--- src/rtl/ext_copy_pkg.sv ---
package ext_copy_pkg;
  typedef enum logic [1:0] {
    EXT_ABSENT = 2'd0,
    EXT_ARMED  = 2'd1,
    EXT_HIT    = 2'd2,
    EXT_MISS   = 2'd3
  } ext_stat_e;
endpackage

--- src/rtl/ecr_sync.sv ---
module ecr_sync #(
  parameter int STAGES = 2,
  parameter int WIDTH  = 2
) (
  input  logic             clk_i,
  input  logic             rst_ni,
  input  logic [WIDTH-1:0] d_i,
  output logic [WIDTH-1:0] q_o
);
  logic [WIDTH-1:0] chain_q [STAGES];

  for (genvar s = 0; s < STAGES; s++) begin : g_stage
    always_ff @(posedge clk_i or negedge rst_ni) begin
      if (!rst_ni) chain_q[s] <= '0;
      else if (s == 0) chain_q[s] <= d_i;
      else chain_q[s] <= chain_q[(s > 0) ? s-1 : 0];
    end
  end

  assign q_o = chain_q[STAGES-1];
endmodule

--- src/rtl/ecr_classify.sv ---
module ecr_classify
  import ext_copy_pkg::*;
(
  input  logic      present_i,
  input  logic      match_i,
  input  logic      fail_i,
  output ext_stat_e stat_o
);
  // fail outranks match
  always_comb begin
    if (!present_i)   stat_o = EXT_ABSENT;
    else if (fail_i)  stat_o = EXT_MISS;
    else if (match_i) stat_o = EXT_HIT;
    else              stat_o = EXT_ARMED;
  end
endmodule

--- src/rtl/ecr_decide.sv ---
module ecr_decide
  import ext_copy_pkg::*;
(
  input  logic      clk_i,
  input  logic      rst_ni,
  input  logic      decide_i,
  input  logic      copy_all_i,
  input  logic      int_match_i,
  input  ext_stat_e stat_i,
  output logic      copy_o,
  output logic      set_ind_o,
  output logic      decided_o
);
  logic ext_hit, addr_hit;

  assign ext_hit  = (stat_i == EXT_HIT) && !copy_all_i;
  assign addr_hit = ext_hit || int_match_i;

  always_ff @(posedge clk_i or negedge rst_ni) begin
    if (!rst_ni) begin
      copy_o    <= 1'b0;
      set_ind_o <= 1'b0;
      decided_o <= 1'b0;
    end else begin
      decided_o <= decide_i;
      if (decide_i) begin
        copy_o    <= addr_hit || copy_all_i;
        set_ind_o <= addr_hit;
      end
    end
  end


  strobe_pulse_chk: assert property (@(posedge clk_i) disable iff (!rst_ni)
    decide_i |=> decided_o);

  hold_chk: assert property (@(posedge clk_i) disable iff (!rst_ni)
    !decide_i |=> ($stable(copy_o) && $stable(set_ind_o) && !decided_o));

  int_match_chk: assert property (@(posedge clk_i) disable iff (!rst_ni)
    (decide_i && int_match_i) |=> (copy_o && set_ind_o));

  copy_all_chk: assert property (@(posedge clk_i) disable iff (!rst_ni)
    (decide_i && copy_all_i) |=> (copy_o && (set_ind_o == $past(int_match_i))));

  fail_wins_chk: assert property (@(posedge clk_i) disable iff (!rst_ni)
    (decide_i && stat_i == EXT_MISS && !int_match_i && !copy_all_i) |=> !copy_o);
endmodule

--- src/rtl/ext_copy_resolver.sv ---
module ext_copy_resolver
  import ext_copy_pkg::*;
#(
  parameter int SYNC_STAGES = 2
) (
  input  logic clk_i,
  input  logic rst_ni,
  input  logic decide_i,
  input  logic copy_all_i,
  input  logic checker_present_i,
  input  logic ext_match_i,
  input  logic ext_fail_i,
  input  logic int_match_i,
  output logic copy_o,
  output logic set_ind_o,
  output logic decided_o,
  output logic armed_o
);
  localparam int LINES = 2;

  logic [LINES-1:0] lines_s;
  ext_stat_e        stat;

  ecr_sync #(.STAGES(SYNC_STAGES), .WIDTH(LINES)) u_sync (
    .clk_i (clk_i),
    .rst_ni(rst_ni),
    .d_i   ({ext_fail_i, ext_match_i}),
    .q_o   (lines_s)
  );

  ecr_classify u_class (
    .present_i(checker_present_i),
    .match_i  (lines_s[0]),
    .fail_i   (lines_s[1]),
    .stat_o   (stat)
  );

  ecr_decide u_dec (
    .clk_i      (clk_i),
    .rst_ni     (rst_ni),
    .decide_i   (decide_i),
    .copy_all_i (copy_all_i),
    .int_match_i(int_match_i),
    .stat_i     (stat),
    .copy_o     (copy_o),
    .set_ind_o  (set_ind_o),
    .decided_o  (decided_o)
  );

  assign armed_o = (stat == EXT_ARMED);


  absent_not_armed_chk: assert property (@(posedge clk_i) disable iff (!rst_ni)
    !checker_present_i |-> !armed_o);

  absent_no_copy_chk: assert property (@(posedge clk_i) disable iff (!rst_ni)
    (decide_i && !checker_present_i && !int_match_i && !copy_all_i) |=> (!copy_o && !set_ind_o));
endmodule

--- config.mk ---
export PLATFORM = sky130hd
export DESIGN_NAME = ext_copy_resolver
export DESIGN_NICKNAME = d
export VERILOG_FILES = /design/src/rtl/ext_copy_pkg.sv /design/src/rtl/ecr_sync.sv /design/src/rtl/ecr_classify.sv /design/src/rtl/ecr_decide.sv /design/src/rtl/ext_copy_resolver.sv
export SDC_FILE = /design/constraint.sdc
export NUM_CORES = 1
export LEC_CHECK = 0
export BUFFER_PORTS_ARGS = -buffer_cell sky130_fd_sc_hd__buf_2
export CAP_MARGIN = 20
export CORE_AREA = 2 2 39 41
export CTS_CLUSTER_DIAMETER = 80
export DETAILED_ROUTE_END_ITERATION = 10
export DIE_AREA = 0 0 41 43
export PLACE_DENSITY_LB_ADDON = 0.1
export SLEW_MARGIN = 5
export SYNTH_ARGS = -nofsm -noshare
export SYNTH_HDL_FRONTEND = slang
export SYNTH_HIERARCHICAL = 1
export SYNTH_SLANG_ARGS = --single-unit
--- constraint.sdc ---
create_clock -name clk_i -period 1.1 [get_ports clk_i]
set_input_delay 0.11 -clock clk_i [delete_from_list [all_inputs] [get_ports clk_i]]
set_output_delay 0.11 -clock clk_i [all_outputs]
set_load 0.02 [all_outputs]
Word level (Yosys, flattened, before mapping):

Cells that the tools add are included.

* register bits after elaboration: 7
* output and inout port bits: 4
* logic and storage cells: 14

* equal/unequal tests: 2
* muxes and demuxes: 3
* reduce and logical (&&, ||, !) cells: 4

Operators by type and width (count)
* $mux W2: 3
* $eq A2 B1 Y1 const B: 1
* $eq A2 B2 Y1 const B: 1
* $logic_or A1 B1 Y1: 2
* $logic_and A1 B1 Y1: 1
* $logic_not A1 Y1: 1

Depth between registers and ports, before layout:

* depth in word-level cells: 7
* gate-level depth with buffers: 5
* depth with buffers taken out: 4

Cells and area by module:

The synthesis kept the hierarchy.

Modules (own cells, without submodules)
* ecr_decide: instances 1, cells an instance 11, area an instance 117.6 um2, sequential area each 75.1 um2
* ecr_sync: instances 1, cells an instance 6, area an instance 115.1 um2, sequential area each 100.1 um2
* ecr_classify: instances 1, cells an instance 3, area an instance 18.8 um2, sequential area each 0.0 um2
* ext_copy_resolver: instances 1, cells an instance 1, area an instance 13.8 um2, sequential area each 0.0 um2

Worst setup path after synthesis:

OpenSTA, ideal clock, no wires.

* path kind: register to register
* from: register u_sync.chain_q (netlist bit u_sync/q_o[1])
* to: register u_dec.set_ind_o
* library setup time: 0.082 ns
* arrival: 1.073 ns
* required time: 1.018 ns
* setup slack: -0.055 ns
* cell stages (with the launch flop): 6
* buffers on the path: 1
* period minus slack after synthesis: 1.155 ns
* path through: dfrtp_1 > buf_4 > inv_1 > a21boi_1 > or3b_1 > a31oi_1

* word-level cells in the longest chain between the ends: 5

RTL lines
* start: declaration: line ecr_sync.sv:10 `logic [WIDTH-1:0] chain_q [STAGES];`
* start signal: indexed assignment: line ecr_sync.sv:15 `else if (s == 0) chain_q[s] <= d_i;`
* start signal: indexed assignment: line ecr_sync.sv:16 `else chain_q[s] <= chain_q[(s > 0) ? s-1 : 0];`
* $mux W2: line ecr_classify.sv:12 `else if (fail_i) stat_o = EXT_MISS;`
* $mux W2: line ecr_classify.sv:11 `if (!present_i) stat_o = EXT_ABSENT;`
* via stat[0]: line ext_copy_resolver.sv:22 `ext_stat_e stat;`
* $eq A2 B2 Y1: line ecr_decide.sv:16 `assign ext_hit = (stat_i == EXT_HIT) && !copy_all_i;`
* $logic_and A1 B1 Y1: line ecr_decide.sv:16
* $logic_or A1 B1 Y1: line ecr_decide.sv:17 `assign addr_hit = ext_hit || int_match_i;`
* end signal: assignment: line ecr_decide.sv:28 `set_ind_o <= addr_hit;`
* end: declaration: line ecr_decide.sv:11 `output logic set_ind_o,`

The timed path passes the listed nets, and every way through them passes these cells.
A chain may end at the register's enable or synchronous reset.

Final worst setup path:

* from: register u_sync.chain_q (netlist bit u_sync/q_o[1])
* to: output armed_o

* word-level cells in the longest chain between the ends: 3

RTL lines
* $mux W2: line ecr_classify.sv:12
* $mux W2: line ecr_classify.sv:11
* via stat[1]: line ext_copy_resolver.sv:22
* $eq A2 B1 Y1: line ext_copy_resolver.sv:50 `assign armed_o = (stat == EXT_ARMED);`
* end: declaration: line ext_copy_resolver.sv:17 `output logic armed_o`

The timed path passes the listed nets, and every way through them passes these cells.

==> summary.txt <==
DRT
--------------------------------------------------------------------------------------
Starting DRC count in detailed routing                                               1
Routed length per instance                                                     8.33 µm
Number of nets with antenna violations after detailed routing                        0
Routed wire length                                                              450 µm
Total via count after detailed routing                                             195
Detailed-router iteration count before antenna repair                                2
Remaining routing DRC violations                                                     0
Routed via count divided by cell count                                            3.61

PLACEMENT
--------------------------------------------------------------------------------------
Placed instance area                                                           333 µm²
Sum of net half-perimeters after detailed placement                             353 µm
Count of port buffers added during placement                                        11
Placed cells                                                                        47
Weighted congestion reported at the end of routability-driven placement          0.620
Post-Place Worst Slack                                                        -12.7 ps

STA
--------------------------------------------------------------------------------------
Setup WS post-layout                                                           -162 ps
Number of pins exceeding their max-slew limit in the final report                    0
Max-slew headroom                                                                89.7%
Worst Max-Slew Pin Slew                                                         154 ps
Fin crit share                                                                    115%
Count of endpoints failing setup in the final report                                 2
Fin Clk Skew                                                                   2.81 ps
Tightest hold margin                                                           34.5 ps
Final worst path period need                                                   1260 ps
Sum of negative setup slack                                                    -210 ps
F_max                                                                          792 MHz
RSZ-0062 raised after global routing                                               yes
Final Hold Viols                                                                     0

GLOBAL ROUTE
--------------------------------------------------------------------------------------
Vias in the first global route                                                     171
Most utilized layer in the global route result                                    met4
Global route total overflow                                                          0
GR Layer Usage met3                                                              1.57%
Wire length of the first global-routing pass                                    683 µm
Met1 Resource Use GR                                                             8.31%
Largest net degree at the start of global routing                                    8
Initial antenna violation count                                                      0
Overall Global Routing Usage                                                     6.49%
Met2 track utilization from global routing                                       6.56%

CRITICAL PATH
--------------------------------------------------------------------------------------
Internal reg-to-reg setup slack                                                 -50 ps
Ordered list of cells on the worst path                                   o21a_1 > buf_6 > nor2b_4 > buf_6
Crit path arrival time                                                         1150 ps
Startpoint of the worst-slack reg-to-reg timing path                      u_sync/q_o[1]$_DFF_PN0_
Worst-path fanout max                                                                2
Number of gates on the worst path with buffers counted                               4
Largest delay share family, worst path                                      flip-flops
Critical Path RT                                                                990 ps
Max stage delay cell, worst path                                               dfrtp_1
Slowest Stage Delay on Critical Path                                            370 ps
Number of cell instances on the worst register-to-register path                      4
Origin of the worst setup path                                            u_sync/q_o[1]$_DFF_PN0_
Buffers plus inverters on the worst setup path                                       2
Setup crit start kind                                                        flip-flop
Crit Path Class                                                                reg2out
Dominant cell type by count on the critical path                                 buf_6
Endpoint class of the critical path                                        output port

CLOCK TREE
--------------------------------------------------------------------------------------
Clock net sink count                                                                 7
Max clock buf depth                                                                  2
Cell at the root of the clock tree                                            clkbuf_4
Post-CTS setup repair buffer count                                                   0
Inserted Clock Buffers                                                               3
CTS tree                                                                         built
Maximum level of the CTS H-tree                                                      1
Worst-Skew Late Latency                                                         240 ps
Reg clk slew, reported paths                                                     50 ps

DIE
--------------------------------------------------------------------------------------
Initial cell density of the core                                                 19.2%
Core Rows                                                                           14
Floorplan die width                                                              41 µm
Core area                                                                     1380 µm²
Die Outline Area                                                              1760 µm²
Ports placed on the boundary                                                        12
Height of the die                                                                43 µm

STATUS
--------------------------------------------------------------------------------------
Result of the run                                                         complete, but fails checks
Violated checks                                                           setup timing

SYNTH
--------------------------------------------------------------------------------------
Sequential fraction of the synthesis area                                        66.0%
Number of distinct library cells after synthesis                                    10
Area of the mapped netlist                                                     265 µm²
Synthesized netlist net count                                                       29
Count of state elements after synthesis                                              7
Average size of a mapped cell                                                 12.6 µm²
Post-Synthesis Cells                                                                21
Yosys warnings                                                                       6

POWER AND IR DROP
--------------------------------------------------------------------------------------
Static leakage power                                                          0.192 nW
Overall power of the completed layout                                           591 µW
Peak ir drop on the vdd network                                               0.525 mV
Areal power density over the cells                                         1470 nW/µm²

MIN PATH
--------------------------------------------------------------------------------------
Hold Path Stages                                                                     1
Launch point of the worst hold path                                           decide_i
Hold WC Path Type                                                               in2reg

FINAL LAYOUT
--------------------------------------------------------------------------------------
Share of post-route cells with drive strength above 1                            44.7%
Finished Core Util                                                               29.1%
Final instance count without filler cells                                           54
Final Instance Area                                                            403 µm²
Synthesis-to-finish area growth                                                  51.9%
Net count of the finished layout                                                    47
Leading cell type in the layout, fill and taps excluded                          buf_2
Final antenna diode count                                                            0
Most frequent cells in the layout                                         10 x buf_2, 7 x dfrtp_1, 3 x clkbuf_4, 3 x dlygate4sd3_1, 3 x nor2_1

RUN
--------------------------------------------------------------------------------------
Max capacitance violation total                                                      0

[flip-flops by register name, indices dropped and copies added, names as in the netlist]
name,cells
u_dec/copy_o,1
u_dec/decided_o,1
u_dec/set_ind_o,1
u_sync/chain_q,2
u_sync/q_o,2
[cell usage after synthesis]
| cell type | number | area (µm²) |
|---|---|---|
| a21boi_1 | 1 | 7.51 |
| nand2b_1 | 1 | 6.26 |
| a31oi_1 | 2 | 12.5 |
| o21a_1 | 1 | 7.51 |
| nor2b_4 | 1 | 13.8 |
| inv_1 | 2 | 7.51 |
| dfrtp_1 | 7 | 175 |
| or3b_1 | 1 | 8.76 |
| nor2_1 | 3 | 11.3 |
| buf_4 | 2 | 15.0 |
[worst paths after layout]
path,endpoint
setup / recovery,armed_o
hold / removal,u_dec/decided_o$_DFF_PN0_
setup reg to reg,u_dec/set_ind_o$_DFFE_PN0P_
hold reg to reg,u_sync/q_o[0]$_DFF_PN0_
max in group asynchronous,u_dec/set_ind_o$_DFFE_PN0P_
min in group asynchronous,u_sync/q_o[1]$_DFF_PN0_
[per-layer routing]
metal	vias up	part of all wire (%)
met5	-	0
met4	0	0
met3	0	8.9
met2	6	45
met1	89	46
li1	100	-
[final cells by class]
class                           instances  area (µm²)
Clock buffer                            4        26.3
Fill cell                             160         981
Sequential cell                         7         175
Inverter                                2        7.51
Tap cell                               16        20.0
Multi-Input combinational cell         10        71.3
Timing Repair Buffer                   15         103
[power by group]
| group | total, mW | switching (mW) | internal, mW |
|---|---|---|---|
| combinational | 0.0848 | 0.0413 | 0.0435 |
| clock | 0.226 | 0.0879 | 0.138 |
| sequential | 0.280 | 0.00611 | 0.274 |
| total | 0.591 | 0.135 | 0.455 |
[what timing repair did]
action | in CTS | in global routing
hold endpoints to repair | 9 | 0
setup endpoints to repair | 2 | 2
hold buffers | 3 | 0
pin swaps | 2 | 3
gates resized for setup | 3 | 1
[logic make-up (layout without fill, tap and decap cells)]
family	after synthesis	count (layout)	synth area share, %
buffers and inverters	4	21	8.49
flip-flops	7	7	66.0
AO/OA/AOI/OAI	4	4	10.4
AND/OR/NAND/NOR	6	6	15.1
(Power assumes the default switching activity.)
